[src/rtl/psm_pkg.sv]
package psm_pkg;
  // Lane of stream B that faces lane i of stream A.
  function automatic int unsigned mirror_lane(int unsigned i, int unsigned p);
    return p - 1 - i;
  endfunction

  // Lane that receives element k of a stream.
  function automatic int unsigned lane_of(int unsigned k, int unsigned p);
    return k % p;
  endfunction
endpackage

[src/rtl/psm_fifo.sv]
module psm_fifo #(
  parameter int W = 32,
  parameter int D = 8
) (
  input  logic         clk,
  input  logic         rst_n,
  input  logic         push,
  input  logic [W-1:0] wdata,
  input  logic         pop,
  output logic [W-1:0] rdata,
  output logic         empty,
  output logic         full
);
  localparam int AW = (D > 1) ? $clog2(D) : 1;

  logic [W-1:0] mem [D];
  logic [AW-1:0] wp, rp;
  logic [AW:0]   cnt;
  logic          do_push, do_pop;

  function automatic logic [AW-1:0] step(logic [AW-1:0] p);
    return (p == AW'(D - 1)) ? '0 : p + 1'b1;
  endfunction

  assign empty   = (cnt == '0);
  assign full    = (cnt == (AW+1)'(D));
  assign rdata   = mem[rp];
  assign do_push = push && !full;
  assign do_pop  = pop && !empty;

  always_ff @(posedge clk) begin
    if (!rst_n) begin
      wp  <= '0;
      rp  <= '0;
      cnt <= '0;
    end else begin
      if (do_push) wp <= step(wp);
      if (do_pop)  rp <= step(rp);
      cnt <= cnt + (do_push ? 1'b1 : 1'b0) - (do_pop ? 1'b1 : 1'b0);
    end
  end

  always_ff @(posedge clk) begin
    if (do_push) mem[wp] <= wdata;
  end


  no_overflow_chk: assert property (@(posedge clk) disable iff (!rst_n)
    full |-> !push);


  no_underflow_chk: assert property (@(posedge clk) disable iff (!rst_n)
    empty |-> !pop);
endmodule

[src/rtl/psm_halfmerge.sv]
module psm_halfmerge #(
  parameter int P = 4,
  parameter int W = 32
) (
  input  logic           clk,
  input  logic           rst_n,
  input  logic           en,
  input  logic           in_valid,
  input  logic [P*W-1:0] in_data,
  output logic           out_valid,
  output logic           busy,
  output logic [P*W-1:0] out_data
);
  localparam int L = $clog2(P);

  logic [W-1:0] inl [P];
  logic [W-1:0] r   [L][P];
  logic [W-1:0] nxt [L][P];
  logic [L-1:0] v;

  function automatic logic [W-1:0] hi(logic [W-1:0] x, logic [W-1:0] y);
    return (x > y) ? x : y;
  endfunction
  function automatic logic [W-1:0] lo(logic [W-1:0] x, logic [W-1:0] y);
    return (x > y) ? y : x;
  endfunction

  always_comb begin
    for (int j = 0; j < P; j++) inl[j] = in_data[j*W +: W];
  end

  // Stage s compares lanes a distance P>>(s+1) apart; larger goes low.
  always_comb begin
    for (int s = 0; s < L; s++) begin
      for (int j = 0; j < P; j++) begin
        int d;
        int pj;
        logic [W-1:0] x, y;
        d  = P >> (s + 1);
        pj = ((j & d) == 0) ? j + d : j - d;
        if (s == 0) begin
          x = inl[j];
          y = inl[pj];
        end else begin
          x = r[s-1][j];
          y = r[s-1][pj];
        end
        nxt[s][j] = ((j & d) == 0) ? hi(x, y) : lo(x, y);
      end
    end
  end

  always_ff @(posedge clk) begin
    if (en) begin
      for (int s = 0; s < L; s++)
        for (int j = 0; j < P; j++) r[s][j] <= nxt[s][j];
    end
  end

  always_ff @(posedge clk) begin
    if (!rst_n) v <= '0;
    else if (en) v <= {v[L-2:0], in_valid};
  end

  always_comb begin
    for (int j = 0; j < P; j++) out_data[j*W +: W] = r[L-1][j];
  end
  assign out_valid = v[L-1];
  assign busy      = |v;

  for (genvar j = 0; j < P - 1; j++) begin : g_ord

    desc_order_chk: assert property (@(posedge clk) disable iff (!rst_n)
      out_valid |-> (out_data[j*W +: W] >= out_data[(j+1)*W +: W]));
  end
endmodule

[src/rtl/par_stream_merger.sv]
module par_stream_merger #(
  parameter int P = 4,
  parameter int W = 32,
  parameter int D = 8
) (
  input  logic           clk,
  input  logic           rst_n,
  input  logic [P-1:0]   a_push,
  input  logic [P*W-1:0] a_wdata,
  output logic [P-1:0]   a_full,
  input  logic           a_done,
  input  logic [P-1:0]   b_push,
  input  logic [P*W-1:0] b_wdata,
  output logic [P-1:0]   b_full,
  input  logic           b_done,
  input  logic           out_ready,
  output logic           out_valid,
  output logic [P*W-1:0] out_data,
  output logic           out_done
);
  import psm_pkg::*;

  logic [W-1:0] a_head [P];
  logic [W-1:0] b_head [P];
  logic [P-1:0] a_empty, b_empty, a_pop, b_pop;

  for (genvar g = 0; g < P; g++) begin : g_q
    psm_fifo #(.W(W), .D(D)) u_qa (
      .clk(clk), .rst_n(rst_n), .push(a_push[g]), .wdata(a_wdata[g*W +: W]),
      .pop(a_pop[g]), .rdata(a_head[g]), .empty(a_empty[g]), .full(a_full[g]));
    psm_fifo #(.W(W), .D(D)) u_qb (
      .clk(clk), .rst_n(rst_n), .push(b_push[g]), .wdata(b_wdata[g*W +: W]),
      .pop(b_pop[g]), .rdata(b_head[g]), .empty(b_empty[g]), .full(b_full[g]));
  end

  // Candidate registers; cb[i] is fed by B queue mirror_lane(i).
  logic [W-1:0] ca [P];
  logic [W-1:0] cb [P];
  logic [P-1:0] ca_full, cb_full, ca_sent, cb_sent;
  logic [P-1:0] take_a, ca_free, cb_free;
  logic [W-1:0] pick [P];
  logic         all_full, all_sent, fire;

  assign all_full = (&ca_full) && (&cb_full);
  assign all_sent = (&ca_sent) && (&cb_sent);
  assign fire     = out_ready && all_full && !all_sent;

  always_comb begin
    b_pop = '0;
    for (int i = 0; i < P; i++) begin
      int m;
      m          = int'(mirror_lane(i, P));
      take_a[i]  = ca[i] > cb[i];
      pick[i]    = take_a[i] ? ca[i] : cb[i];
      ca_free[i] = !ca_full[i] || (fire && take_a[i]);
      cb_free[i] = !cb_full[i] || (fire && !take_a[i]);
      a_pop[i]   = ca_free[i] && !a_empty[i];
      b_pop[m]   = cb_free[i] && !b_empty[m];
    end
  end

  always_ff @(posedge clk) begin
    if (!rst_n) begin
      ca_full <= '0; cb_full <= '0; ca_sent <= '0; cb_sent <= '0;
      for (int i = 0; i < P; i++) begin ca[i] <= '0; cb[i] <= '0; end
    end else begin
      for (int i = 0; i < P; i++) begin
        int m;
        m = int'(mirror_lane(i, P));
        if (ca_free[i]) begin
          if (!a_empty[i]) begin
            ca[i] <= a_head[i]; ca_full[i] <= 1'b1; ca_sent[i] <= 1'b0;
          end else if (a_done) begin
            ca[i] <= '0; ca_full[i] <= 1'b1; ca_sent[i] <= 1'b1;
          end else ca_full[i] <= 1'b0;
        end
        if (cb_free[i]) begin
          if (!b_empty[m]) begin
            cb[i] <= b_head[m]; cb_full[i] <= 1'b1; cb_sent[i] <= 1'b0;
          end else if (b_done) begin
            cb[i] <= '0; cb_full[i] <= 1'b1; cb_sent[i] <= 1'b1;
          end else cb_full[i] <= 1'b0;
        end
      end
    end
  end

  // Select stage register.
  logic [W-1:0]   sel_data [P];
  logic [P*W-1:0] sel_bus;
  logic           sel_valid, net_busy;

  always_ff @(posedge clk) begin
    if (!rst_n) sel_valid <= 1'b0;
    else if (out_ready) sel_valid <= fire;
  end
  always_ff @(posedge clk) begin
    if (out_ready)
      for (int i = 0; i < P; i++) sel_data[i] <= pick[i];
  end
  always_comb begin
    for (int i = 0; i < P; i++) sel_bus[i*W +: W] = sel_data[i];
  end

  psm_halfmerge #(.P(P), .W(W)) u_net (
    .clk(clk), .rst_n(rst_n), .en(out_ready), .in_valid(sel_valid),
    .in_data(sel_bus), .out_valid(out_valid), .busy(net_busy),
    .out_data(out_data));

  assign out_done = all_full && all_sent && !sel_valid && !net_busy;


  out_hold_chk: assert property (@(posedge clk) disable iff (!rst_n)
    (out_valid && !out_ready) |=> (out_valid && $stable(out_data)));


  real_head_chk: assert property (@(posedge clk) disable iff (!rst_n)
    out_valid |-> (out_data[W-1:0] != '0));


  done_idle_chk: assert property (@(posedge clk) disable iff (!rst_n)
    out_done |-> !out_valid);


  done_sticky_chk: assert property (@(posedge clk) disable iff (!rst_n)
    (out_done && a_done && b_done) |=> out_done);
endmodule

[config.mk]
export PLATFORM = sky130hd
export DESIGN_NAME = par_stream_merger
export DESIGN_NICKNAME = d
export VERILOG_FILES = /design/src/rtl/psm_pkg.sv /design/src/rtl/psm_fifo.sv /design/src/rtl/psm_halfmerge.sv /design/src/rtl/par_stream_merger.sv
export SDC_FILE = /design/constraint.sdc
export NUM_CORES = 2
export LEC_CHECK = 0
export ABC_AREA = 0
export CELL_PAD_IN_SITES_DETAIL_PLACEMENT = 1
export CELL_PAD_IN_SITES_GLOBAL_PLACEMENT = 2
export CORE_UTILIZATION = 30
export DETAILED_ROUTE_END_ITERATION = 6
export DONT_BUFFER_PORTS = 1
export PLACE_DENSITY_LB_ADDON = 0.1
export SYNTH_ARGS = -nofsm -noshare
export SYNTH_HDL_FRONTEND = slang
export SYNTH_HIERARCHICAL = 1
export SYNTH_SLANG_ARGS = --single-unit
[constraint.sdc]
create_clock -name clk -period 9.4 [get_ports clk]
set_input_delay 0.47 -clock clk [delete_from_list [all_inputs] [get_ports clk]]
set_output_delay 0.47 -clock clk [all_outputs]
set_load 0.02 [all_outputs]
* Yosys cells after proc, flatten, opt, wreduce, memory -nomap -nowiden
Memory sizes are Yosys's and may differ from the RTL's. A register that Yosys moved wholly into a read port is not among the register bits. Cells that the tools add are included.
Cells by class: order comparisons 12, bitwise operators 16, multiplexer cells 179, reduce and logical (&&, ||, !) cells 99, add/subtract/negate cells 32, equality and inequality tests 32
Operator list (count):
- 2-to-1 mux 32 bit | 28
- greater-than comparator 32 bit | 12
- 2-to-1 mux 1 bit | 119
- 2-to-1 mux 3 bit | 32
- adder 3 x 1 -> 3 bit, second input constant | 16
- equality test 3 bit, second input constant | 16
- logical AND 1 bit | 39
- adder 4 bit | 8
- equality test 4 bit, second input constant | 8
- logical NOT 4 bit | 8
- subtractor 4 bit | 8
- logical NOT 1 bit | 31
- inequality test 2 bit, second input constant | 8
- bitwise OR 1 bit | 16
- AND reduction 2 bit | 8
- AND reduction 4 bit | 4
- logical OR 1 bit | 8
- OR reduction 2 bit | 1
Word-level totals: flip-flop bits (word level) 99, output and inout bits 138, logic and storage cells 424, bits in writable memories 2688, memories 12
Memory list:
- g_q[0].u_qa.mem | depth 8, width 32, rd ports 1, clocked after Yosys merged registers in 1, wr ports 1, line psm_fifo.sv:16 | logic [W-1:0] mem [D];
- g_q[0].u_qb.mem | depth 8, width 32, rd ports 1, clocked after Yosys merged registers in 1, wr ports 1, line psm_fifo.sv:16
- g_q[1].u_qa.mem | depth 8, width 32, rd ports 1, clocked after Yosys merged registers in 1, wr ports 1, line psm_fifo.sv:16
- g_q[1].u_qb.mem | depth 8, width 32, rd ports 1, clocked after Yosys merged registers in 1, wr ports 1, line psm_fifo.sv:16
- g_q[2].u_qa.mem | depth 8, width 32, rd ports 1, clocked after Yosys merged registers in 1, wr ports 1, line psm_fifo.sv:16
- g_q[2].u_qb.mem | depth 8, width 32, rd ports 1, clocked after Yosys merged registers in 1, wr ports 1, line psm_fifo.sv:16
- +6 memories

* Logic depth before layout (Yosys ltp)
depth after elaboration 11, gate-level depth with buffers 19

* Modules after synthesis
Netlist, hierarchy kept.
By module, submodules not included:
- psm_fifo at g_q[0].u_qa ... | times used 5, cells each 449, area each 10521.3 um^2, seq. area each 7947.6 um^2
- psm_fifo at g_q[0].u_qb ... | times used 3, cells each 449, area each 10471.3 um^2, seq. area each 7947.6 um^2
- par_stream_merger | times used 1, cells each 1403, area each 19291.0 um^2, seq. area each 11871.4 um^2
- psm_halfmerge | times used 1, cells each 1017, area each 14131.1 um^2, seq. area each 7727.4 um^2

* Worst setup path after synthesis
No wires, ideal clock.
path type register to register, start point memory ca[3][30], end point memory ca[3][0], enable pin, arrival time 4.427 ns, stages on the path, launching flop included 8, path slack 4.508 ns, clock period less this slack 4.892 ns, path through edfxtp_1 -> ha_1 -> nand4_1 -> or4_4 -> a311oi_4 -> nor2_4 -> o21a_1 -> o21ai_0
RTL lines:
- start, declared | line par_stream_merger.sv:37 | logic [W-1:0] ca [P];

==> impl_metrics.env <==
export IMPL_switching_power_w=0.0134
export IMPL_hold_violations=0
export IMPL_grt_ovfl_total=0
export IMPL_crit_arrival_ns=5.68
export IMPL_r2r_end="g_q[0].u_qb/cnt[2]"
export IMPL_synthArstFlopShare=0
export IMPL_post_synth_top_area_cell="edfxtp_1"
export IMPL_seq_area_frac_synth=0.708
export IMPL_grt_usage=0.171
export IMPL_synth_top_cell_area_share=0.687
export IMPL_netlist_area_um2=117000
export IMPL_postSynthCellCount=6012
export IMPL_avgSynthCellArea_um2=19.5
export IMPL_clk_pin_slew_worst_paths_ns=0.06
export IMPL_end_kind="register"
export IMPL_clk_path_buf_depth=4
export IMPL_initial_core_util=0.302
export IMPL_grt_pass1_wl_mm=474
export IMPL_crit_path_max_fanout=37
export IMPL_p_per_area_nw_per_um2=303
export IMPL_dp_cells=11100
export IMPL_portBuffers=0
export IMPL_synth_main_ff_cell="edfxtp_1"
export IMPL_cts_root_buf="clkbuf_16"
export IMPL_clock_skew_ns=0.0420
export IMPL_die_area_um2=394000
export IMPL_synth_distinct_cells=66
export IMPL_core_um2=389000
export IMPL_synthTopCellsByArea="edfxtp_1, mux4_1, mux4_2"
export IMPL_dp_hpwl_mm=222
export IMPL_required_ns=10.21
export IMPL_synth_warning_count=6
export IMPL_gp_congestion=0.752
export IMPL_dr_total_vias=56400
export IMPL_p_leak_nw=46.6
export IMPL_path_class="reg2reg"
export IMPL_ctsResizeCount=0
export IMPL_finalCritPeriodShare=0.518
export IMPL_first_pass_iters=7
export IMPL_cp_startpoint="ca[3][14]"
export IMPL_clock_latency_ns=0.93
export IMPL_seqPwrFrac=0.435
export IMPL_min_period_ns=4.87
export IMPL_fp_dieH_um=628
export IMPL_drc=40
export IMPL_first_global_vias=60600
export IMPL_tns_ns=0
export IMPL_hold_class="in2reg"
export IMPL_wl_per_cell_um=28.5
export IMPL_rsz0062_at_grt="no"
export IMPL_hold_ws_ns=0.0423
export IMPL_ir_drop_uv=144
export IMPL_setup_viol=0
export IMPL_drt_iter0_drc=3425
export IMPL_p_total_w=0.0416
export IMPL_rows=229
export IMPL_relSlewSlack=0.204
export IMPL_combinationalPowerShare=0.252
export IMPL_rrSetupSlack_ns=4.53
export IMPL_layoutNonFillerInstCount=12000
export IMPL_maxCapViolCount=0
export IMPL_swShare=0.323
export IMPL_critPathSlowestCell="or4_1"
export IMPL_wirelength_mm=342
export IMPL_cts_sinks=2811
export IMPL_antenna_left=0
export IMPL_crit_path_end="g_q[0].u_qb/cnt[2]"
export IMPL_status="finished, violations left"
export IMPL_post_route_util=0.353
export IMPL_cp_cell_sequence="ha_1 -> nand4_1 -> or4_1 -> nor2_4 -> o22ai_2 -> nor2_4 -> buf_4 -> a21boi_0 -> nor2_1 -> nor2b_1 -> ha_1 -> inv_1 -> ha_1 -> inv_1 -> fa_1 -> xnor2_1 -> and2_1"
export IMPL_slew_violations=0
export IMPL_area_delta_synth_final_pct=16.9
export IMPL_max_stage_delay_ns=0.67
export IMPL_internal_power_w=0.0282
export IMPL_layout_drive_gt1_share=0.222
export IMPL_critPathLaunchType="register"
export IMPL_cp_common_cell="ha_1"
export IMPL_max_freq_mhz=206
export IMPL_hold_path_cell_count=3
export IMPL_ff2ff_path_depth=17
export IMPL_violations="DRC"
export IMPL_grt_start_max_net_pins=385
export IMPL_syn_nets=6625
export IMPL_r2r_start="ca[3][14]"
export IMPL_cts_tree="yes"
export IMPL_nets=7112
export IMPL_h_tree_depth=5
export IMPL_tightest_slew_ns=1.19
export IMPL_clock_power_share=0.313
export IMPL_io_pins=407
export IMPL_vias_per_cell=4.70
export IMPL_synth_edff_count=2688
export IMPL_ys_seq_elements=2811
export IMPL_antenna_found_initial=89
export IMPL_cts_buffers_inserted=336
export IMPL_die_x_um=628
==> sequential cells by signal, summed over array words and instances, names as in the netlist, 16 cells and up, named ones only <==
register and cells:
g_q.u_qb/mem 1024, g_q.u_qa/cnt 16, g_q.u_qa/mem 1024, sel_data 128
ca 128, g_q.u_qb/cnt 16, cb 128, u_net/r 256
==> cell usage after synthesis (all sizes together), types with 2 or more instances <==
master and count:
mux2i 58, a221o 2, or3b 9, and2 144, o21ai 59, dfxtp 123
nor2b 28, o31ai 4, mux4 512, a221oi 14, o21a 4, clkdlybuf4s50 5
o211a 5, a22oi 7, a21oi 123, nand3 30, edfxtp 2688, a311oi 4
or4 11, nor2 89, a31oi 3, nor3 36, mux2 636, a2111o 4
ha 336, o22ai 5, xnor2 8, nor4 15, o211ai 6, buf 160
nand2b 33, inv 331, a211oi 7, nand3b 8, a21o 18, clkbuf 80
nor3b 8, nand4 63, and3 134, or2 2, nand2 183, a21boi 4
fa 8
==> through the flow <==
step / worst slack, ns / cell area, um2
global placement: 4.53 / 124000
finish: 4.53 / 137000
global route: 4.14 / 137000
CTS: 4.40 / 137000
detailed placement: 4.47 / 124000
floorplan: 4.51 / 117000
==> kinds of logic after synthesis <==
| group | after synthesis | synth area share |
|---|---|---|
| flip-flops | 2811 | 0.708 |
| multiplexers | 1206 | 0.174 |
| AND/OR/NAND/NOR | 795 | 0.0372 |
| buffers and inverters | 577 | 0.0268 |
| adder cells (fa/ha/maj) | 344 | 0.0372 |
| AO/OA/AOI/OAI | 271 | 0.0157 |
| XOR/XNOR | 8 | 0.000597 |
==> metal layers <==
layer  GRT usage  share of wire  vias up
met1       0.208           0.41    29700
met2       0.302           0.51      920
met3      0.0277          0.038      509
li1            -              -    25200
met5           0        0.00077        -
met4      0.0642          0.040       42
==> area by class of cell <==
class	instances	area (um2)
well taps	5197	6500
fillers	38100	252000
clock inverters	177	1950
inverters	332	1250
repair buffers	394	3730
multi-input cells	2624	31600
flip-flops and latches	2811	83200
clock buffers	438	9020
diodes	26	65.1
==> worst min path at each step <==
stage	from	endpoint	slack, ns
final	rst_n	g_q[0].u_qb/wp[0]	0.04
after global routing	rst_n	g_q[0].u_qb/wp[2]	0.04
after CTS	rst_n	g_q[0].u_qb/wp[0]	0.005
after detailed placement	g_q[0].u_qb/rp[2]	register	0.48
after global placement	g_q[2].u_qb/rp[2]	register	0.46
after floorplan	g_q[0].u_qa/rp[1]	register	0.45
==> power by group through the flow <==
stage | clock network, W | registers, W | logic, W
global placement | 0 | 0.0184 | 0.0106
detailed placement | 0 | 0.0184 | 0.0106
finish | 0.0130 | 0.0181 | 0.0105
CTS | 0.0135 | 0.0182 | 0.0110
floorplan | 0 | 0.0173 | 0.00684
global route | 0.0139 | 0.0183 | 0.0114
==> layout by cell type, fill, tap and decap left out, types with 60 or more instances in the layout <==
master / synthesis / routed
mux2_2: 447 / 447
dfxtp_1: 123 / 103
edfxtp_1: 2688 / 2688
clkinv_1: 1 / 64
dlygate4sd3_1: 0 / 266
inv_1: 331 / 331
ha_1: 336 / 336
mux2_1: 129 / 129
nand2_1: 183 / 183
nand4_1: 63 / 63
buf_4: 22 / 122
clkbuf_1: 65 / 85
and3_1: 130 / 130
a21oi_1: 122 / 122
mux4_1: 260 / 260
mux2_4: 60 / 60
clkbuf_16: 0 / 341
and2_1: 144 / 144
mux4_2: 252 / 252
==> critical path, delay by kind of cell, from the launching register on <==
kind	cells	cell delay [ns]
compound gates	2	0.51
xor+xnor	1	0.13
fa+ha+maj	4	1.17
buf+inv	3	0.61
flops	1	0.40
simple gates	7	1.86
==> repair_timing <==
| item | in CTS | in global routing |
|---|---|---|
| buffers inserted | 0 | 0 |
| hold buffers | 269 | 1 |
| endpoints found under the hold margin | 2564 | 15 |
Note: power is estimated with default switching activity, not from simulation.
